## src/rtl/flash_ctl_pkg.sv

```systemverilog
package flash_ctl_pkg;

  typedef enum logic [1:0] {
    SEL_CTL     = 2'd0,
    SEL_ADDR_LO = 2'd1,
    SEL_ADDR_HI = 2'd2,
    SEL_DATA    = 2'd3
  } reg_sel_e;

  // control register bit positions
  localparam int CTL_SESSION = 0;
  localparam int CTL_ERASE   = 1;
  localparam int CTL_CLRVIOL = 2;

  // place byte b into lane of w, lane 0 = bits 7:0
  function automatic logic [31:0] lane_insert(logic [31:0] w, logic [1:0] lane,
                                              logic [7:0] b);
    logic [31:0] r;
    r = w;
    r[{lane, 3'b000} +: 8] = b;
    return r;
  endfunction

endpackage

```

## src/rtl/fw_packer.sv

```systemverilog
module fw_packer
  import flash_ctl_pkg::*;
(
  input  logic        clk,
  input  logic        rst_n,
  input  logic        flush,
  input  logic        load,
  input  logic [7:0]  byte_in,
  output logic        word_ready,
  output logic [31:0] word_out,
  output logic [1:0]  fill
);
  logic [31:0] acc;

  assign word_ready = load && (fill == 2'd3);
  assign word_out   = lane_insert(acc, fill, byte_in);

  always_ff @(posedge clk or negedge rst_n) begin
    if (!rst_n) begin
      acc  <= '0;
      fill <= '0;
    end else if (flush) begin
      acc  <= '0;
      fill <= '0;
    end else if (load) begin
      acc  <= word_ready ? '0 : word_out;
      fill <= fill + 2'd1;
    end
  end

  // a flush leaves the packer empty
  p_flush_empty_r9: assert property (@(posedge clk) disable iff (!rst_n)
    flush |=> (fill == 2'd0));

  // the fourth byte wraps the fill count back to zero
  p_wrap_r3: assert property (@(posedge clk) disable iff (!rst_n)
    (word_ready && !flush) |=> (fill == 2'd0));

endmodule

```

## src/rtl/fw_timer.sv

```systemverilog
module fw_timer #(
  parameter int CNT_W = 8
) (
  input  logic             clk,
  input  logic             rst_n,
  input  logic             start,
  input  logic [CNT_W-1:0] last,
  output logic             active,
  output logic             done
);
  logic [CNT_W-1:0] cnt;

  assign done = active && (cnt == '0);

  always_ff @(posedge clk or negedge rst_n) begin
    if (!rst_n) begin
      active <= 1'b0;
      cnt    <= '0;
    end else if (start) begin
      active <= 1'b1;
      cnt    <= last;
    end else if (done) begin
      active <= 1'b0;
    end else if (active) begin
      cnt <= cnt - 1'b1;
    end
  end

  // no operation is started while another one runs
  p_no_restart_r4: assert property (@(posedge clk) disable iff (!rst_n)
    start |-> !active);

  // the end of an operation drops the active level
  p_done_ends_r4: assert property (@(posedge clk) disable iff (!rst_n)
    (done && !start) |=> !active);

endmodule

```

## src/rtl/flash_wr_ctrl.sv

```systemverilog
module flash_wr_ctrl
  import flash_ctl_pkg::*;
#(
  parameter int ADDR_W     = 16,
  parameter int PAGES      = 64,
  parameter int PAGE_WORDS = 512,
  parameter int PROG_CYC   = 640,
  parameter int ERASE_CYC  = 640000
) (
  input  logic                     clk,
  input  logic                     rst_n,
  input  logic                     reg_we,
  input  logic [1:0]               reg_sel,
  input  logic [7:0]               reg_wdata,
  input  logic                     flash_rd,
  output logic                     busy,
  output logic                     session,
  output logic                     dma_req,
  output logic                     viol,
  output logic                     flash_prog,
  output logic                     flash_erase,
  output logic [ADDR_W-1:0]        flash_addr,
  output logic [$clog2(PAGES)-1:0] flash_page,
  output logic [31:0]              flash_wdata
);
  localparam int PAGE_W   = $clog2(PAGES);
  localparam int PAGE_LSB = $clog2(PAGE_WORDS);
  localparam int MAX_CYC  = (ERASE_CYC > PROG_CYC) ? ERASE_CYC : PROG_CYC;
  localparam int CNT_W    = $clog2(MAX_CYC + 1);
  localparam logic [CNT_W-1:0] PROG_LAST  = CNT_W'(PROG_CYC - 1);
  localparam logic [CNT_W-1:0] ERASE_LAST = CNT_W'(ERASE_CYC - 1);

  function automatic logic [ADDR_W-1:0] next_word(logic [ADDR_W-1:0] a);
    return a + 1'b1;
  endfunction

  function automatic logic [PAGE_W-1:0] page_of(logic [ADDR_W-1:0] a);
    return a[PAGE_LSB +: PAGE_W];
  endfunction

  logic [ADDR_W-1:0] addr_q;
  logic              erase_op;
  logic              ctl_wr, data_wr, flush;
  logic              prog_go, erase_go, op_done;
  logic [31:0]       packed_word;
  logic [1:0]        fill;

  assign ctl_wr   = reg_we && (reg_sel == SEL_CTL);
  assign data_wr  = reg_we && (reg_sel == SEL_DATA) && session && !busy;
  assign flush    = ctl_wr && !reg_wdata[CTL_SESSION];
  assign erase_go = ctl_wr && reg_wdata[CTL_ERASE] && !busy;

  fw_packer u_pack (
    .clk(clk), .rst_n(rst_n), .flush(flush), .load(data_wr),
    .byte_in(reg_wdata), .word_ready(prog_go), .word_out(packed_word),
    .fill(fill)
  );

  fw_timer #(.CNT_W(CNT_W)) u_tmr (
    .clk(clk), .rst_n(rst_n), .start(prog_go || erase_go),
    .last(erase_go ? ERASE_LAST : PROG_LAST),
    .active(busy), .done(op_done)
  );

  always_ff @(posedge clk or negedge rst_n) begin
    if (!rst_n) begin
      session     <= 1'b0;
      addr_q      <= '0;
      erase_op    <= 1'b0;
      viol        <= 1'b0;
      flash_wdata <= '0;
    end else begin
      if (ctl_wr) session <= reg_wdata[CTL_SESSION];
      if (!busy && reg_we && reg_sel == SEL_ADDR_LO) addr_q[7:0] <= reg_wdata;
      if (!busy && reg_we && reg_sel == SEL_ADDR_HI) addr_q[ADDR_W-1:8] <= reg_wdata[ADDR_W-9:0];
      if (op_done && !erase_op) addr_q <= next_word(addr_q);
      if (prog_go) begin
        erase_op    <= 1'b0;
        flash_wdata <= packed_word;
      end else if (erase_go) begin
        erase_op <= 1'b1;
      end
      if (ctl_wr && reg_wdata[CTL_CLRVIOL]) viol <= 1'b0;
      if (flash_rd && busy) viol <= 1'b1;
    end
  end

  assign dma_req     = session && !busy;
  assign flash_prog  = busy && !erase_op;
  assign flash_erase = busy && erase_op;
  assign flash_addr  = addr_q;
  assign flash_page  = page_of(addr_q);

  // the fourth byte starts a program cycle
  p_start_prog_r3: assert property (@(posedge clk) disable iff (!rst_n)
    prog_go |=> flash_prog);

  // the word address steps by one after each program
  p_addr_step_r5: assert property (@(posedge clk) disable iff (!rst_n)
    (op_done && !erase_op) |=> (flash_addr == $past(flash_addr) + 1'b1));

  // no DMA request while busy
  p_dma_quiet_r6: assert property (@(posedge clk) disable iff (!rst_n)
    busy |-> !dma_req);

  // erase leaves the address unchanged
  p_erase_addr_r8: assert property (@(posedge clk) disable iff (!rst_n)
    flash_erase |=> $stable(flash_addr));

  // a read during an operation is caught
  p_viol_catch_r10: assert property (@(posedge clk) disable iff (!rst_n)
    (flash_rd && busy) |=> viol);

  // no program starts without a session
  p_no_sess_r11: assert property (@(posedge clk) disable iff (!rst_n)
    (!session && !busy) |=> !flash_prog);

endmodule

```

## config.mk

```make
export PLATFORM = sky130hd
export DESIGN_NAME = flash_wr_ctrl
export DESIGN_NICKNAME = d
export VERILOG_FILES = /design/src/rtl/flash_ctl_pkg.sv /design/src/rtl/fw_packer.sv /design/src/rtl/fw_timer.sv /design/src/rtl/flash_wr_ctrl.sv
export SDC_FILE = /design/constraint.sdc
export NUM_CORES = 1
export LEC_CHECK = 0
export ABC_AREA = 0
export BUFFER_PORTS_ARGS = -buffer_cell sky130_fd_sc_hd__buf_2
export CAP_MARGIN = 30
export CORE_ASPECT_RATIO = 1.5
export CORE_MARGIN = 2
export CORE_UTILIZATION = 25
export DETAILED_ROUTE_END_ITERATION = 8
export PLACE_DENSITY = 0.49
export SLEW_MARGIN = 20
export SYNTH_ARGS = -nofsm -noshare
export SYNTH_HDL_FRONTEND = slang
export SYNTH_SLANG_ARGS = --single-unit
```

## constraint.sdc

```tcl
create_clock -name clk -period 6.2 [get_ports clk]
set_clock_uncertainty 0.2 [all_clocks]
set_input_delay 0.31 -clock clk [delete_from_list [all_inputs] [get_ports clk]]
set_output_delay 0.31 -clock clk [all_outputs]
set_load 0.01 [all_outputs]
```

==> results <==
- The most frequent cell after synthesis is dfrtp_1.
- The initial standard-cell utilization of the core is 25.5%.
- The die is 175 um tall.
- Entering global routing, the biggest net connects 62 pins.
- The clock passes through at most 2 buffers.
- After synthesis, the largest area contributor takes up 50.2% of total cell area.
- The number of hold-repair buffers added at the cts stage is 2.
- The global-route usage over all layers is 13.7%.
- Summed over all layers, the routed wires come to 13.9 mm.
- The chip width is 118 um.
- For this run, the number of Yosys warnings is 0.
- Once the clock tree was built, the setup fixing pass inserted 0 buffers.
- The clock-pin slew on the worst setup and hold paths is 0.07 ns.
- The area taken by flip-flops and latches is 0.00245 mm2.
- In the post-synthesis netlist, the biggest area contributors are dfrtp_1 50%, nor2_1 6.1%, a22o_1 4.7%.
- The achievable frequency is 0.334 GHz.
- The count of pins over their slew limit is 0.
- The number of different library cells used by synthesis comes to 57.
- TritonCTS built the clock tree.
- By area, the combinational part of the netlist is dominated by simple AND/OR/NAND/NOR gates.
- The worst setup path category is register to register.
- The total power density per cell area is 236 mW/mm2.
- The fraction of synthesized cell area in xor and xnor cells is 1.43%.
- Setup repair after global routing left no endpoint under its margin.
- The repair_antennas step left the layout with diodes totalling 0.
- The number of antenna violations at the first check in global routing was 0.
- For this run, asynchronously set or reset flops after synthesis account for 100%.
- Across the VDD grid, the largest voltage drop is 0.135 mV.
- The site row count is 62.
- The slew at the pin closest to its max-slew limit is 0.846 ns.
- The post-synthesis cell area is 0.00489 mm2.
- OpenSTA, run right after detailed placement, puts the worst setup slack at 3.20 ns.
- The first TritonRoute pass finished after 4 iterations.
- Of the total synthesized cell area, the portion taken by full adders, half adders and majority gates is 2.05%.
- The number of CTS-inserted buffers is 9.
- The top-level port count is 74.
- The footprint of the multi-input gates is 0.00220 mm2.
- Counting flops with a built-in enable in the synthesized netlist gives 0.
- The startpoint type of the worst setup path is a register.
- The final cell area excluding filler cells is 0.00574 mm2.
- The leakage power summed over all cells is 2.65 nW.
- The share of final-layout standard cells stronger than drive strength 1 is 20.1%.
- Of the total power, the clock network draws 40.0%.
- Once placement completed, the tool counted placed cells totaling 794.
- The sum of overflow across all layers after global routing is 0.
- The number of nets in the synthesized netlist is 518.
- The per-cell routed wire length is 17.1 um.
- Summing all placed instances gives a cell area of 0.00542 mm2.
- The average cell area after synthesis is 9.85 um2.
- The number of global-route vias before repair is 4128.
- Setup violations remaining at the end of the flow were counted as 0.
- The post-cts sizing count is 0.
- The synthesized-area fraction occupied by and/or/nand/nor cells is 22.7%.
- Detailed placement ended at an HPWL of 9.91 mm.
- In the synthesized netlist, mux cells make up 2.30% of the area.
- Routability-driven placement finished with a final weighted congestion of 0.861.
- Sequential cells were found to cover 50.2% of the synthesized design area.
- Summing internal, switching and leakage power gives 1.35 mW.
- The flip-flop cell with the highest count after synthesis is dfrtp_1.
- The count of input and output buffers is 73.
- Data arrives at the worst endpoint at 3.02 ns.
- The flow ran to the end, and the final reports show no timing, DRC or antenna violations.
- The synthesized netlist devotes 16.6% of its cell area to compound gates.
- The final critical path takes up 48.3% of the cycle.
- The detail route stage leaves a number of antenna-violating nets equal to 0.
- The fill cell instance count of the final layout is 2068.
- The instance count of the mapped netlist is 496.
- Dividing the detail-routed via count by the number of cells gives 4.99.
- The synthesized design contains 98 register bits.
- The reported max-cap violation count is 0.
- The switching power is 366 uW.
- The final setup TNS is 0 ns.
- The relative max-transition margin is 43.5%.
- The final cell count without fillers is 814.
- The kind of capture point of the worst setup path is a register.
- The net count of the finished layout is 575.
- The via count is 4064.
- The internal power is 986 uW.
- In this run the worst path has a maximum fanout of 16.
- The signed area change from the synthesized netlist to the final layout is 17.5%.
- The smallest clock period supported by the final layout is computed as 3.00 ns.
- The source-to-sink clock delay at the later pin of the worst-skew pair is 0.34 ns.
- The type of the tightest min-delay check is input port to register.
- In this run switching power makes up 27.1% of total power.
- The final core area utilization is 30.0%.
- Sorting the synthesized cells by how often they occur yields 98 x dfrtp_1, 79 x nor2_1, 40 x nand2_1, 26 x a22o_1, 24 x a221oi_1.
- The number of sinks driven by the clock tree is 98.
- The worst setup slack after layout is 3.20 ns.
- The area inside the core boundary is 0.0192 mm2.
- The first global-routing pass estimated 22.4 mm of wire.
- The H-tree depth reported by CTS is 3.
- The post-route DRC violation count is 0.
- The cell at the root of the clock tree is clkbuf_16.
- The sequential power share is 51.7%.
- The count of final hold-check violations is 0.
- The biggest area contributor in the post-synthesis netlist is dfrtp_1.
- The worst path required time is 6.23 ns.
- The share of total power dissipated in combinational logic is 8.3%.
- The area enclosed by the die boundary is 0.0207 mm2.
- After the first detailed-routing iteration, the DRC count stood at 268.
- The final worst hold slack is 0.136 ns.
## worst max-delay path: stages, from the launching register on
cell and delay [ns]:
dfrtp_1 0.45, nor4_1 0.51, nand4_2 0.54, o21ai_1 0.76, a21oi_1 0.08, a311o_1 0.34
## power groups by stage
stage	Combinational [mW]	Clock [mW]	Sequential [mW]
finish	0.112	0.541	0.699
global route	0.126	0.595	0.704
CTS	0.114	0.565	0.698
detailed placement	0.113	0	0.711
global placement	0.111	0	0.708
floorplan	0.0689	0	0.703
## metal layers
layer	share of wire, %	wire length [um]	up-vias	GRT usage [%]
li1	-	-	1924	-
met4	1.6	217	0	5.17
met5	0	0	-	0
met1	42	5900	2048	16.9
met2	52	7280	79	23.7
met3	3.7	521	13	2.35
## cell families after synthesis
kind of cell,after synthesis
mux,11
flops,98
buf+inv,49
simple gates,220
xor+xnor,8
fa+ha+maj,8
compound gates,102
## final cells by class
cell class | instances | area share (%)
Multi-Input combinational cell | 349 | 38.3
Tap cell | 256 | 5.58
Inverter | 14 | 0.915
Sequential cell | 98 | 42.7
Clock buffer | 9 | 3.92
Timing Repair Buffer | 81 | 7.45
Clock inverter | 7 | 1.07
## path summary, 6_finish.rpt
path | startpoint | endpoint | slack (ns) | cells past startpoint
setup / recovery | u_tmr.cnt[14]$_DFFE_PN0P_ | u_tmr.cnt[7]$_DFFE_PN0P_ | 3.20 | 5
hold / removal | reg_wdata[6] | flash_wdata[30]$_DFFE_PN0P_ | 0.14 | 3
setup reg to reg | u_tmr.cnt[14]$_DFFE_PN0P_ | u_tmr.cnt[7]$_DFFE_PN0P_ | 3.20 | 5
hold reg to reg | flash_wdata[28]$_DFFE_PN0P_ | flash_wdata[28]$_DFFE_PN0P_ | 0.27 | 2
max in group asynchronous | rst_n | u_pack.acc[14]$_DFFE_PN0P_ | 4.31 | 3
min in group asynchronous | rst_n | flash_addr[3]$_DFFE_PN0P_ | 0.26 | 2
## cell usage in the layout, fill, tap and decap left out, drive strengths merged, types with 5 or more instances in the layout
cell type  Yosys  final
mux2i          9      9
a22o          26     26
o211ai         5      5
and3          12     12
buf           21     79
inv           12     15
nand4          6      6
or4            6      6
a221oi        24     24
nor2          79     79
or3            6      6
nand2         40     40
clkbuf        14      9
o2111ai        5      5
nor2b          9      9
o21ai         12     12
nor3          20     20
xor2           7      7
dfrtp         98     98
clkinv         2      5
nand3         19     19
nor4          10     10
a31oi          5      5
ha             8      8
a211oi         5      5
## state kept, by name, indices dropped and copies added, names as in the netlist
signal,flops
u_tmr.cnt,20
u_pack.acc,24
viol,1
flash_addr,16
session,1
u_pack.fill,2
u_tmr.active,1
flash_wdata,32
erase_op,1
Note: power is estimated with default switching activity, not from simulation.
